`src/rtl/isa_pkg.sv`:
```
package isa_pkg;
    localparam int EVT_W  = 10;
    localparam int SUB_W  = 6;
    localparam int IDX_W  = 13;
    localparam int DATA_W = 32;
    localparam int SUM_BIT = 12;
    localparam int SUB_LSB = 13;
    localparam int SRC_W   = SUB_LSB + SUB_W;   // bits [18:0] reach the line

    typedef enum logic [1:0] {
        SEL_STATUS = 2'd0,
        SEL_MASK   = 2'd1,
        SEL_CLRSEL = 2'd2,
        SEL_ALIAS  = 2'd3
    } reg_sel_e;
endpackage

```
`src/rtl/isa_sticky.sv`:
```
module isa_sticky #(
    parameter int W = 10
) (
    input  logic         clk,
    input  logic         rst_n,
    input  logic [W-1:0] set_i,
    input  logic [W-1:0] clr_i,
    output logic [W-1:0] q_o
);
    logic [W-1:0] q;

    always_ff @(posedge clk or negedge rst_n) begin
        if (!rst_n) q <= '0;
        else        q <= (q & ~clr_i) | set_i;
    end

    assign q_o = q;


    sticky_hold_chk: assert property (@(posedge clk) disable iff (!rst_n)
        ((q & ~clr_i) != '0) |=> ((q & $past(q & ~clr_i)) == $past(q & ~clr_i)));


    pulse_win_chk: assert property (@(posedge clk) disable iff (!rst_n)
        (set_i != '0) |=> ((q & $past(set_i)) == $past(set_i)));
endmodule

```
`src/rtl/isa_irq_gen.sv`:
```
module isa_irq_gen #(
    parameter int W = 19
) (
    input  logic         clk,
    input  logic         rst_n,
    input  logic [W-1:0] src_i,
    input  logic [W-1:0] mask_i,
    output logic         irq_o
);
    logic irq_q;

    always_ff @(posedge clk or negedge rst_n) begin
        if (!rst_n) irq_q <= 1'b0;
        else        irq_q <= |(src_i & ~mask_i);
    end

    assign irq_o = irq_q;


    irq_rise_chk: assert property (@(posedge clk) disable iff (!rst_n)
        ((src_i & ~mask_i) != '0) |=> irq_o);


    irq_quiet_chk: assert property (@(posedge clk) disable iff (!rst_n)
        ((src_i & ~mask_i) == '0) |=> !irq_o);
endmodule

```
`src/rtl/irq_status_agg.sv`:
```
module irq_status_agg
    import isa_pkg::*;
#(
    parameter int P_EVT_W  = EVT_W,
    parameter int P_SUB_W  = SUB_W,
    parameter int P_IDX_W  = IDX_W,
    parameter int P_DATA_W = DATA_W
) (
    input  logic                clk,
    input  logic                rst_n,
    input  logic [P_EVT_W-1:0]  evt_pulse,
    input  logic [P_SUB_W-1:0]  sub_pending,
    input  logic [P_IDX_W-1:0]  tx_comp_idx,
    input  logic [1:0]          reg_sel,
    input  logic                reg_wr,
    input  logic                reg_rd,
    input  logic [P_DATA_W-1:0] reg_wdata,
    output logic [P_DATA_W-1:0] reg_rdata,
    output logic                irq_out,
    output logic                err_pending
);
    localparam int SUM_POS = P_EVT_W + 2;          // summary bit
    localparam int SUB_POS = SUM_POS + 1;          // first level summary
    localparam int IDX_POS = SUB_POS + P_SUB_W;    // first index bit
    localparam int LINE_W  = IDX_POS;              // sources reaching the line
    localparam logic [P_DATA_W-1:0] ERR_GROUP =
        (P_DATA_W'(1) << 3) | (P_DATA_W'(1) << 6) |
        (((P_DATA_W'(1) << P_SUB_W) - 1) << SUB_POS);

    reg_sel_e               sel;
    logic [P_DATA_W-1:0]    mask_q;
    logic [P_DATA_W-1:0]    clrsel_q;
    logic [P_EVT_W-1:0]     sticky;
    logic [P_EVT_W-1:0]     clr_vec;
    logic [LINE_W-1:0]      line_src;
    logic [P_DATA_W-1:0]    status_word;

    assign sel = reg_sel_e'(reg_sel);

    // software-written registers
    always_ff @(posedge clk or negedge rst_n) begin
        if (!rst_n) begin
            mask_q   <= '1;
            clrsel_q <= '0;
        end else if (reg_wr) begin
            unique case (sel)
                SEL_MASK:   mask_q   <= reg_wdata;
                SEL_CLRSEL: clrsel_q <= reg_wdata;
                default:    ;
            endcase
        end
    end

    // clear vector per read view
    always_comb begin
        clr_vec = '0;
        if (reg_rd) begin
            unique case (sel)
                SEL_STATUS: clr_vec = '1;
                SEL_ALIAS:  clr_vec = clrsel_q[P_EVT_W-1:0];
                default:    clr_vec = '0;
            endcase
        end
    end

    isa_sticky #(.W(P_EVT_W)) u_sticky (
        .clk   (clk),
        .rst_n (rst_n),
        .set_i (evt_pulse),
        .clr_i (clr_vec),
        .q_o   (sticky)
    );

    assign line_src = {sub_pending, 1'b0, 2'b00, sticky};

    isa_irq_gen #(.W(LINE_W)) u_irq (
        .clk    (clk),
        .rst_n  (rst_n),
        .src_i  (line_src),
        .mask_i (mask_q[LINE_W-1:0]),
        .irq_o  (irq_out)
    );

    assign status_word = {tx_comp_idx, sub_pending, irq_out, 2'b00, sticky};
    assign err_pending = |(status_word & ERR_GROUP);

    always_comb begin
        unique case (sel)
            SEL_STATUS: reg_rdata = status_word;
            SEL_MASK:   reg_rdata = mask_q;
            SEL_CLRSEL: reg_rdata = clrsel_q;
            SEL_ALIAS:  reg_rdata = status_word;
            default:    reg_rdata = status_word;
        endcase
    end


    plain_clear_chk: assert property (@(posedge clk) disable iff (!rst_n)
        (reg_rd && sel == SEL_STATUS && evt_pulse == '0) |=> (sticky == '0));


    status_wr_chk: assert property (@(posedge clk) disable iff (!rst_n)
        (reg_wr && !reg_rd && (sel == SEL_STATUS || sel == SEL_ALIAS)
         && evt_pulse == '0) |=> $stable(sticky));
endmodule

```
`config.mk`:
```
export PLATFORM = sky130hd
export DESIGN_NAME = irq_status_agg
export DESIGN_NICKNAME = d
export VERILOG_FILES = /design/src/rtl/isa_pkg.sv /design/src/rtl/isa_sticky.sv /design/src/rtl/isa_irq_gen.sv /design/src/rtl/irq_status_agg.sv
export SDC_FILE = /design/constraint.sdc
export NUM_CORES = 1
export LEC_CHECK = 0
export BUFFER_PORTS_ARGS = -buffer_cell sky130_fd_sc_hd__buf_2
export CORE_MARGIN = 4
export CORE_UTILIZATION = 40
export CTS_CLUSTER_SIZE = 8
export DETAILED_ROUTE_END_ITERATION = 12
export HOLD_SLACK_MARGIN = 0.12
export PLACE_DENSITY_LB_ADDON = 0.3
export SYNTH_ARGS = -nofsm -noshare
export SYNTH_HDL_FRONTEND = slang
export SYNTH_SLANG_ARGS = --single-unit
```
`constraint.sdc`:
```
create_clock -name clk -period 3.9 [get_ports clk]
set_clock_uncertainty 0.2 [all_clocks]
set_input_delay 0.39 -clock clk [delete_from_list [all_inputs] [get_ports clk]]
set_output_delay 0.39 -clock clk [all_outputs]
set_load 0.02 [all_outputs]
```
# --- Word-level counts from Yosys, hierarchy flattened ---
# Cells that the tools add are included.
word_totals:
  regBits: 75
  inputBits: 67
  output_inout_bits: 34
  elab_cells: 21
op_classes:
  n_eq_ne: 3
  mux: 3
  bitwise: 5
  n_reduce_logical: 6
op_table:
  columns: ["operator", "count"]
  rows:
  - ["32-bit case mux with 3 select lines", 1]
  - ["10-bit case mux with 2 select lines", 1]
  - ["19-bit AND", 1]
  - ["19-bit NOT", 1]
  - ["19-bit OR reduction", 1]
  - ["10-bit AND", 1]
  - ["10-bit two-way mux", 1]
  - ["10-bit NOT", 1]
  - ["10-bit bitwise OR", 1]
  - ["8-bit OR reduction", 1]
  - ["2-bit equality test (second input constant)", 2]
  - ["2-bit AND reduction", 2]
  - ["2-bit by 1-bit equality test with 1-bit output (second input constant)", 1]
  - ["2-bit zero test", 1]
  - ["2-bit OR reduction", 1]

# --- Depth between registers and ports, before layout ---
# Gate-level depths: netlist of run 1.
depth:
  depth_word: 6
  mapped_depth: 6
  mapped_depth_nobuf: 5

# --- Modules after synthesis ---
# From an unflattened synthesis of run 1, not the netlist that was laid out.
hier_totals:
  cells_unflattened: 367
  hier_area_um2: 3885.0
by_module_without_submodules:
  columns: ["module", "instances", "cells_per_inst", "area_each_um2", "seq_area_each_um2"]
  rows:
  - ["irq_status_agg", 1, 307, 3343.2, 1641.6]
  - ["isa_sticky", 1, 30, 362.8, 250.2]
  - ["isa_irq_gen", 1, 30, 178.9, 25.0]

# --- Worst setup path after synthesis of run 1 ---
# Ideal clock, no wire load.
synth_path:
  path_kind: "input -> output"
  startpoint: "input port reg_sel[0]"
  endpoint: "output port reg_rdata[12]"
  arrival_ps: 1533
  t_required_ps: 3310
  setup_slack_ps: 1777
  cell_stages: 6
  path_buffers: 1
  cell_sequence: "inv_1 > ha_1 > inv_1 > buf_2 > a22oi_1 > o21ai_0"
synth_via:
  elab_chain_len: 3
synth_lines:
  columns: ["element", "line", "text"]
  rows:
  - ["start, declared", "irq_status_agg.sv:14", "input logic [1:0] reg_sel,"]
  - ["2-bit equality test or 2-bit zero test (tied branches)", "irq_status_agg.sv:88", "unique case (sel)"]
  - ["2-bit OR reduction (no source line)", null, null]
  - ["32-bit case mux with 3 select lines (*)", "irq_status_agg.sv:88", null]
  - ["end, declared", "irq_status_agg.sv:18", "output logic [P_DATA_W-1:0] reg_rdata,"]
# Mark *: on every way between the ends. The rest lies on a longest branch, timed or not.

# --- Worst setup path in the final report of run 1 ---
layout_path:
  startpoint: "input port reg_sel[0]"
  endpoint: "output port reg_rdata[17]"
# The elaborated chain is that of the path after synthesis.

==> results of run 1 <==
-- repair_timing --
action,CTS,global route
hold buffers,43,0
resized for setup,0,0
endpoints found under the hold margin,117,0
-- per-layer routing --
metal	wire (µm)	share of wire	vias to the layer above
li1	-	-	1408
met1	4770	0.49	1452
met2	4400	0.45	101
met3	523	0.053	14
met4	129	0.013	0
met5	0	0	-
-- registers in the layout (all words and copies together) (netlist names) --
register,flops
u_sticky.q_o,10
clrsel_q,32
u_irq.irq_o,1
mask_q,32
-- per-stage QoR --
stage | setup WS [ns] | instance area, µm² | std cells | hold WS, ns
finish | 1.16 | 5120 | 588 | 0.166
global route | 1.02 | 5120 | 588 | 0.176
CTS | 1.14 | 5120 | 588 | 0.160
detailed placement | 1.14 | 4480 | 529 | 0.297
global placement | 1.22 | 4480 | 529 | 0.297
floorplan | 1.78 | 3920 | 319 | -0.106
-- worst max-delay path by stage --
stage	startpoint	end	depth (start not counted)
floorplan	reg_sel[0]	reg_rdata[12]	6
global placement	reg_sel[1]	reg_rdata[18]	7
detailed placement	reg_sel[0]	reg_rdata[17]	7
CTS	reg_sel[0]	reg_rdata[17]	7
global route	reg_sel[1]	reg_rdata[2]	7
finish	reg_sel[0]	reg_rdata[17]	7
-- power breakdown --
group | switching, W | total (W) | internal (W)
sequential | 0.0000876 | 0.00104 | 0.000956
clock | 0.000300 | 0.000633 | 0.000333
combinational | 0.000252 | 0.000561 | 0.000310
-- area by class of cell --
cell class              count  area [µm²]  area share
flip-flops and latches     75        1920       0.374
well taps                 129         161      0.0315
inverters                   7        26.3     0.00513
repair buffers            147         963       0.188
clock inverters             5        60.1      0.0117
clock buffers              11         151      0.0296
multi-input cells         214        1840       0.359
-- cell families after synthesis --
group                    Yosys count  share of synthesized area
multiplexers                      64                      0.241
AND/OR/NAND/NOR                   59                     0.0766
flip-flops                        75                      0.489
adder cells (fa/ha/maj)            5                     0.0159
AO/OA/AOI/OAI                     86                      0.135
buffers and inverters             30                     0.0427
-- worst min-delay path, delay by kind of cell --
kind | cells | cell delay (ns)
buffers and inverters | 1 | 0.11
and+or+nand+nor | 1 | 0.09
AOI/OAI and AO/OA | 1 | 0.08
-- layout by cell type, fill, tap and decap left out, drive strengths merged --
cell type / count
dfstp: 32
a21oi: 14
clkbuf: 11
mux2: 64
dlygate4sd3: 43
nor4: 2
clkinvlp: 1
ha: 5
and2b: 3
dfrtp: 43
bufinv: 1
buf: 104
a2111oi: 4
a221oi: 4
nand4: 1
a22oi: 26
clkinv: 2
o21ai: 38
inv: 8
nand2: 33
nor2b: 9
nand2b: 11
==> flow_summary.yaml, run 1 <==
status:
  status: "finished, final reports clean"
critical_path:
  reg2reg_depth: 3
  slowest_stage: "ha_1"
  path_buf_inv: 4
  worstReg2RegEnd: "u_irq.irq_o$_DFF_PN0_"
  critPathCaptureType: "primary output"
  reg2reg_slack_ns: 2.22
  cp-start-kind: "primary input"
  arrival_ns: 2.15
  cp.required_ns: 3.31
  critPathMaxFanout: 18
  critical_path.top_delay_family: "buffers and inverters"
  crit_chain: "buf_2 > inv_1 > ha_1 > buf_4 > a22oi_1 > o21ai_0 > buf_2"
  cpMostUsedCell: "buf_2"
  path_class: "in2out"
  cp_slowest_stage_delay_ns: 0.64
  r2r_start: "mask_q[4]$_DFFE_PN1P_"
yosys:
  synth_cell_type_count: 24
  yosysMostFrequentCell: "mux2_4"
  syn_nets: 391
  yosysTopAreaCell: "dfrtp_1"
  synthTopCellsByArea: "dfrtp_1 27%, mux2_4 23%, dfstp_2 21%, a22oi_1 5.0%, o21ai_0 4.8%"
  ys_async_sr_fraction: 1.00
  syn_inst: 319
  synth_ff_type: "dfrtp_1"
  synth_edf_count: 0
  syn_avg_cell_area_um2: 12.3
  synth-seq-area-share: 0.489
  ys_warn_count: 0
  ys_seq_elements: 75
  ys_top_cells_by_count: "60 x mux2_4, 43 x dfrtp_1, 38 x o21ai_0"
  synth_top_area_share: 0.274
  syn_area_mm2: 0.00392
global_route:
  grt_pass1_wl_mm: 15.9
  grt_usage: 0.174
  grt_pass1_vias: 3134
  grt.busiest_layer: "met2"
  grt_use_met2: 0.271
  grt_max_degree: 76
  grt_use_met3: 0.0313
  gr-total-overflow: 0
  use_met1: 0.246
  antenna_found_initial: 0
detailed_routing:
  drt_iter0_markers: 121
  drc_errors: 0
  wirelength_mm: 9.82
  dr.pass1.iters: 4
  viasPerCell: 5.06
  routedWlPerCell_um: 16.7
  vias: 2975
  ant_nets: 0
hold_path:
  hp-class: "in2reg"
  min_from: "sub_pending[1]"
  hold_end: "u_irq.irq_o$_DFF_PN0_"
  min_path_cells: 3
cts:
  cts_root_buf: "clkbuf_8"
  cts_tree: "yes"
  post_cts_buffers: 0
  clkTransAtPathRegs_ns: 0.08
  ctsLongestPathBuffers: 2
  clock_latency_ns: 0.35
  cts_buffers: 9
  h-tree-depth: 3
  cts.sinks: 75
power_and_ir_drop:
  leakagePower_nw: 2.41
  max-vdd-ir-drop_v: 0.000162
  power_w: 0.00224
  p_per_area_mw_per_mm2: 437
flow_run:
  max-cap-violations: 0
finish:
  fin_util: 0.546
  n_antenna_cell: 0
  area_growth_pct: 30.5
  drive_gt1_frac: 0.477
  num-nets-final: 526
  n_fill_cell: 849
timing:
  rsz0062_at_grt: "false"
  max_freq_ghz: 0.365
  post-route-period-util: 0.703
  finalCriticalPeriod_ns: 2.74
  setup_viol: 0
  finalMaxSlewViolations: 0
  worst_pin_slew_ns: 0.954
  slew_headroom: 0.364
  hold_viol: 0
  tns_ns: 0
floorplan:
  start_util: 0.419
  die_y_um: 107
  die_x_um: 107
  rows: 35
  dieArea_mm2: 0.0115
  core_mm2: 0.00937
  pin_count: 101
place:
  gp_congestion: 0.793
  place_hpwl_mm: 6.40
  io_buffers: 100
Power figures use the tool's default switching activity.
==> run 2, diff against run 1 <==
clock period = 2.5 ns   (was 3.9 ns; I/O delays follow)
==> run 2 against run 1 <==
Net effect: register-to-register slack worse by 1.9 ns; global-route usage is 0.54 points higher; setup slack worse by 0.86 ns; flip-flop and latch count stayed put; sequential share of layout area is 0.79 points lower; via count is 0.27% higher; total power is 59% higher; non-clock buffer count is 8 higher; largest power group unchanged; combinational power is 60% higher; wire length is 1.9% higher; critical path depth is 3 lower; critical path type is now reg2reg; die area stayed put.
==> flow_summary.yaml, run 2 (same netlist as run 1, synthesis figures left out) <==
critical_path:
  crit_chain: "and2b_1 > a2111oi_1 > nand4_1 > dlygate4sd3_1"
  cp_slowest_stage_delay_ns: 0.57
  critPathMaxFanout: 3
  critical_path.top_delay_family: "buffers and inverters"
  reg2reg_slack_ns: 0.30
  r2r_start: "mask_q[4]$_DFFE_PN1P_"
  path_buf_inv: 1
  slowest_stage: "dlygate4sd3_1"
  path_class: "reg2reg"
  worstReg2RegEnd: "u_irq.irq_o$_DFF_PN0_"
  reg2reg_depth: 4
  cp-start-kind: "flop"
  cp.required_ns: 2.52
  critPathCaptureType: "flop"
  arrival_ns: 2.22
floorplan:
  rows: 35
  pin_count: 101
  die_x_um: 107
  core_mm2: 0.00937
  die_y_um: 107
  dieArea_mm2: 0.0115
  start_util: 0.419
finish:
  area_growth_pct: 33.3
  n_fill_cell: 839
  layout_commonest_cell: "buf_2"
  layout.area.seq_mm2: 0.00192
  multi_input_area_mm2: 0.00184
  drive_gt1_frac: 0.480
  final_cell_mix: "99 x buf_2, 60 x mux2_4, 45 x dlygate4sd3_1"
  num-nets-final: 534
  fin_util: 0.558
  n_antenna_cell: 0
timing:
  finalMaxSlewViolations: 0
  hold_viol: 0
  post-route-period-util: 0.881
  max_freq_ghz: 0.454
  rsz0062_at_grt: "false"
  setup_viol: 0
  tns_ns: 0
  slew_headroom: 0.365
  worst_pin_slew_ns: 0.952
  layout_setup_ws_ns: 0.298
  finalCriticalPeriod_ns: 2.20
cts:
  cts_tree: "yes"
  h-tree-depth: 3
  cts.sinks: 75
  cts_root_buf: "clkbuf_8"
  cts-resized-gates: 0
  cts_buffers: 9
  clock_latency_ns: 0.34
  ctsLongestPathBuffers: 2
  clkTransAtPathRegs_ns: 0.08
detailed_routing:
  dr.pass1.iters: 4
  vias: 2983
  ant_nets: 0
  viasPerCell: 5.01
  drt_iter0_markers: 117
  wirelength_mm: 10.0
  drc_errors: 0
  routedWlPerCell_um: 16.8
power_and_ir_drop:
  power_w: 0.00355
  leakagePower_nw: 2.46
  seqPwrFrac: 0.459
  power.internal_w: 0.00257
  pwr-share-clk: 0.289
  comb_power_share: 0.252
  netSwitchingPower_w: 0.000975
  p_per_area_mw_per_mm2: 679
  max-vdd-ir-drop_v: 0.000428
  switching_share: 0.275
status:
  status: "finished, final reports clean"
global_route:
  grt_usage: 0.180
  antenna_found_initial: 0
  grt_pass1_vias: 3168
  grt_pass1_wl_mm: 16.4
  grt_max_degree: 76
  gr-total-overflow: 0
place:
  gp_congestion: 0.830
  io_buffers: 100
  place_hpwl_mm: 6.50
  preCtsSetupSlack_ns: 0.447
hold_path:
  hold_end: "clrsel_q[11]$_DFFE_PN0P_"
  min_from: "clrsel_q[11]$_DFFE_PN0P_"
  min_path_cells: 1
  hp-class: "reg2reg"
flow_run:
  max-cap-violations: 0
run 2: worst max path at each step:
stage	start	endpoint	slack (ns)	cells after the start
floorplan	reg_sel[0]	reg_rdata[12]	0.66	6
global placement	reg_sel[0]	reg_rdata[17]	0.47	7
detailed placement	reg_sel[0]	reg_rdata[13]	0.45	7
CTS	mask_q[4]$_DFFE_PN1P_	u_irq.irq_o$_DFF_PN0_	0.28	4
global route	mask_q[17]$_DFFE_PN1P_	u_irq.irq_o$_DFF_PN0_	0.18	4
finish	mask_q[4]$_DFFE_PN1P_	u_irq.irq_o$_DFF_PN0_	0.30	4
run 2: layout make-up:
class                      instances  area share
timing repair buffer             155       0.204
inverter                           7     0.00502
clock inverter                     5      0.0148
multi-input combinational        214       0.352
tap                              129      0.0309
clock buffer                      11      0.0270
sequential                        75       0.367
run 2: timing repair:
| action | in CTS | in global routing |
|---|---|---|
| setup endpoints to repair | 0 | 0 |
| buffers inserted | 0 | 0 |
| endpoints found under the hold margin | 118 | 0 |
| hold buffers | 45 | 0 |
run 2: power by group through the flow:
stage / logic, W / registers, W / clock network, W
floorplan: 0.000601 / 0.00160 / 0
finish: 0.000896 / 0.00163 / 0.00103
detailed placement: 0.000845 / 0.00164 / 0
global placement: 0.000829 / 0.00163 / 0
CTS: 0.000902 / 0.00163 / 0.00106
global route: 0.000972 / 0.00166 / 0.00111
run 2: worst register-to-register path, stage by stage, from the launching register on:
cell           delay (ns)
dfstp_2              0.55
and2b_1              0.20
a2111oi_1            0.42
nand4_1              0.14
dlygate4sd3_1        0.57
run 2: per-layer routing:
layer | GRT usage | share of wire | up-vias
li1 | - | - | 1426
met1 | 0.258 | 0.49 | 1453
met2 | 0.280 | 0.45 | 93
met3 | 0.0289 | 0.050 | 11
met4 | 0.0511 | 0.011 | 0
met5 | 0 | 0 | -
run 2: stage by stage:
stage | area [µm²] | hold WS (ns) | instances
floorplan | 3920 | -0.246 | 319
detailed placement | 4560 | 0.248 | 535
finish | 5230 | 0.313 | 596
global placement | 4560 | 0.241 | 535
global route | 5230 | 0.332 | 596
CTS | 5230 | 0.319 | 596
==> run 3, diff against run 2 <==
CORE_ASPECT_RATIO = 2   (was not set)
CORE_UTILIZATION = 48   (was 40)
==> run 3 against run 2 <==
Net effect: wire length up 3.7%; critical endpoint unchanged; combinational power grew 1%; first-iteration DRC count is 47% higher; critical path type unchanged; cell count is 5.7% lower; highest routed layer unchanged; non-clock buffer count down 1; largest power group unchanged.
==> flow_summary.yaml, run 3 (same netlist as run 1, synthesis figures left out) <==
status:
  status: "finished, final reports clean"
place:
  dp.cells: 501
  gp_congestion: 0.808
  io_buffers: 100
  place_hpwl_mm: 6.94
detailed_routing:
  wirelength_mm: 10.4
  routedWlPerCell_um: 18.5
  drc_errors: 0
  vias: 3002
  ant_nets: 0
  dr.pass1.iters: 4
  drt_iter0_markers: 172
  viasPerCell: 5.34
floorplan:
  pin_count: 101
  dieArea_mm2: 0.00977
  die_x_um: 71.9
  rows: 46
  start_util: 0.494
  core_mm2: 0.00794
  die_y_um: 136
global_route:
  grt_usage: 0.224
  grt_pass1_vias: 3209
  gr-total-overflow: 0
  grt_pass1_wl_mm: 16.5
  grt_max_degree: 65
  antenna_found_initial: 0
power_and_ir_drop:
  leakagePower_nw: 2.51
  max-vdd-ir-drop_v: 0.000363
  p_per_area_mw_per_mm2: 717
finish:
  stdcell_count: 562
  drive_gt1_frac: 0.476
  num-nets-final: 533
  n_antenna_cell: 0
  area_growth_pct: 34.6
  layout_commonest_cell: "buf_2"
  final_cell_mix: "99 x buf_2, 60 x mux2_4, 45 x dlygate4sd3_1"
cts:
  cts_tree: "yes"
  h-tree-depth: 3
  clkTransAtPathRegs_ns: 0.06
  cts.sinks: 75
  clock_latency_ns: 0.33
  cts_buffers: 9
  cts_root_buf: "clkbuf_16"
  ctsLongestPathBuffers: 2
timing:
  max_freq_ghz: 0.460
  finalCriticalPeriod_ns: 2.17
  finalMaxSlewViolations: 0
  rsz0062_at_grt: "false"
  worst_pin_slew_ns: 0.552
  slew_headroom: 0.632
  setup_viol: 0
  hold_viol: 0
  tns_ns: 0
  post-route-period-util: 0.869
critical_path:
  critPathCaptureType: "flop"
  cp.required_ns: 2.51
  path_class: "reg2reg"
  arrival_ns: 2.19
  critPathMaxFanout: 3
  cp-start-kind: "flop"
flow_run:
  max-cap-violations: 0
hold_path:
  hp-class: "in2async"
run 3: cell count changes in the layout (fill, tap and decap cells not counted), sizes merged:
| cell | delta |
|---|---|
| clkinv | -1 |
| clkbuf | +4 |
| buf | -1 |
| clkinvlp | -1 |
| bufinv | -2 |
run 3: area by class of cell:
| cell class | instances | area [µm²] |
|---|---|---|
| fillers | 616 | 2660 |
| flip-flops and latches | 75 | 1920 |
| multi-input cells | 214 | 1840 |
| repair buffers | 154 | 1080 |
| clock buffers | 15 | 288 |
| well taps | 96 | 120 |
| inverters | 7 | 26.3 |
| clock inverters | 1 | 5.00 |
run 3: layer usage:
| metal | track usage | routed length [µm] | vias to the layer above |
|---|---|---|---|
| li1 | - | - | 1420 |
| met4 | 0.0952 | 250 | 0 |
| met2 | 0.385 | 5620 | 93 |
| met5 | 0 | 0 | - |
| met1 | 0.264 | 4080 | 1467 |
| met3 | 0.0489 | 423 | 22 |
run 3: repair_timing:
item,4_1_cts,5_1_grt
resized for setup,0,0
hold buffers,45,0
endpoints found under the hold margin,116,0
buffers inserted,0,0
run 3: worst paths after layout:
kind | start | endpoint | slack [ns] | cells after the start
min | rst_n | clrsel_q[24]$_DFFE_PN0P_ | 0.24 | 2
max in group asynchronous | rst_n | mask_q[1]$_DFFE_PN1P_ | 1.14 | 3
max | mask_q[17]$_DFFE_PN1P_ | u_irq.irq_o$_DFF_PN0_ | 0.33 | 4
max reg2reg | mask_q[17]$_DFFE_PN1P_ | u_irq.irq_o$_DFF_PN0_ | 0.33 | 4
min in group clk | reg_wr | clrsel_q[27]$_DFFE_PN0P_ | 0.30 | 3
min reg2reg | clrsel_q[16]$_DFFE_PN0P_ | clrsel_q[16]$_DFFE_PN0P_ | 0.31 | 1
run 3: per-stage QoR:
stage | total power, W | area, µm² | utilization | setup slack [ns] | hold WS [ns]
6_report | 0.00379 | 5280 | 0.665 | 0.327 | 0.242
5_1_grt | 0.00397 | 5280 | 0.665 | 0.229 | 0.289
4_1_cts | 0.00381 | 5280 | 0.665 | 0.293 | 0.254
3_5_place_dp | 0.00250 | 4540 | 0.571 | 0.436 | 0.0736
3_3_place_gp | 0.00247 | 4540 | 0.571 | 0.484 | 0.0700
2_1_floorplan | 0.00220 | 3920 | - | 0.657 | -0.246
run 3: where the power goes:
group / switching [W] / internal (W) / total, W
clock: 0.000468 / 0.000780 / 0.00125
sequential: 0.000139 / 0.00149 / 0.00163
combinational: 0.000407 / 0.000499 / 0.000905
run 3: critical path, stage by stage, from the launching register on:
cell           delay, ns
dfstp_2             0.54
and2b_1             0.21
a2111oi_1           0.41
nand4_1             0.12
dlygate4sd3_1       0.57
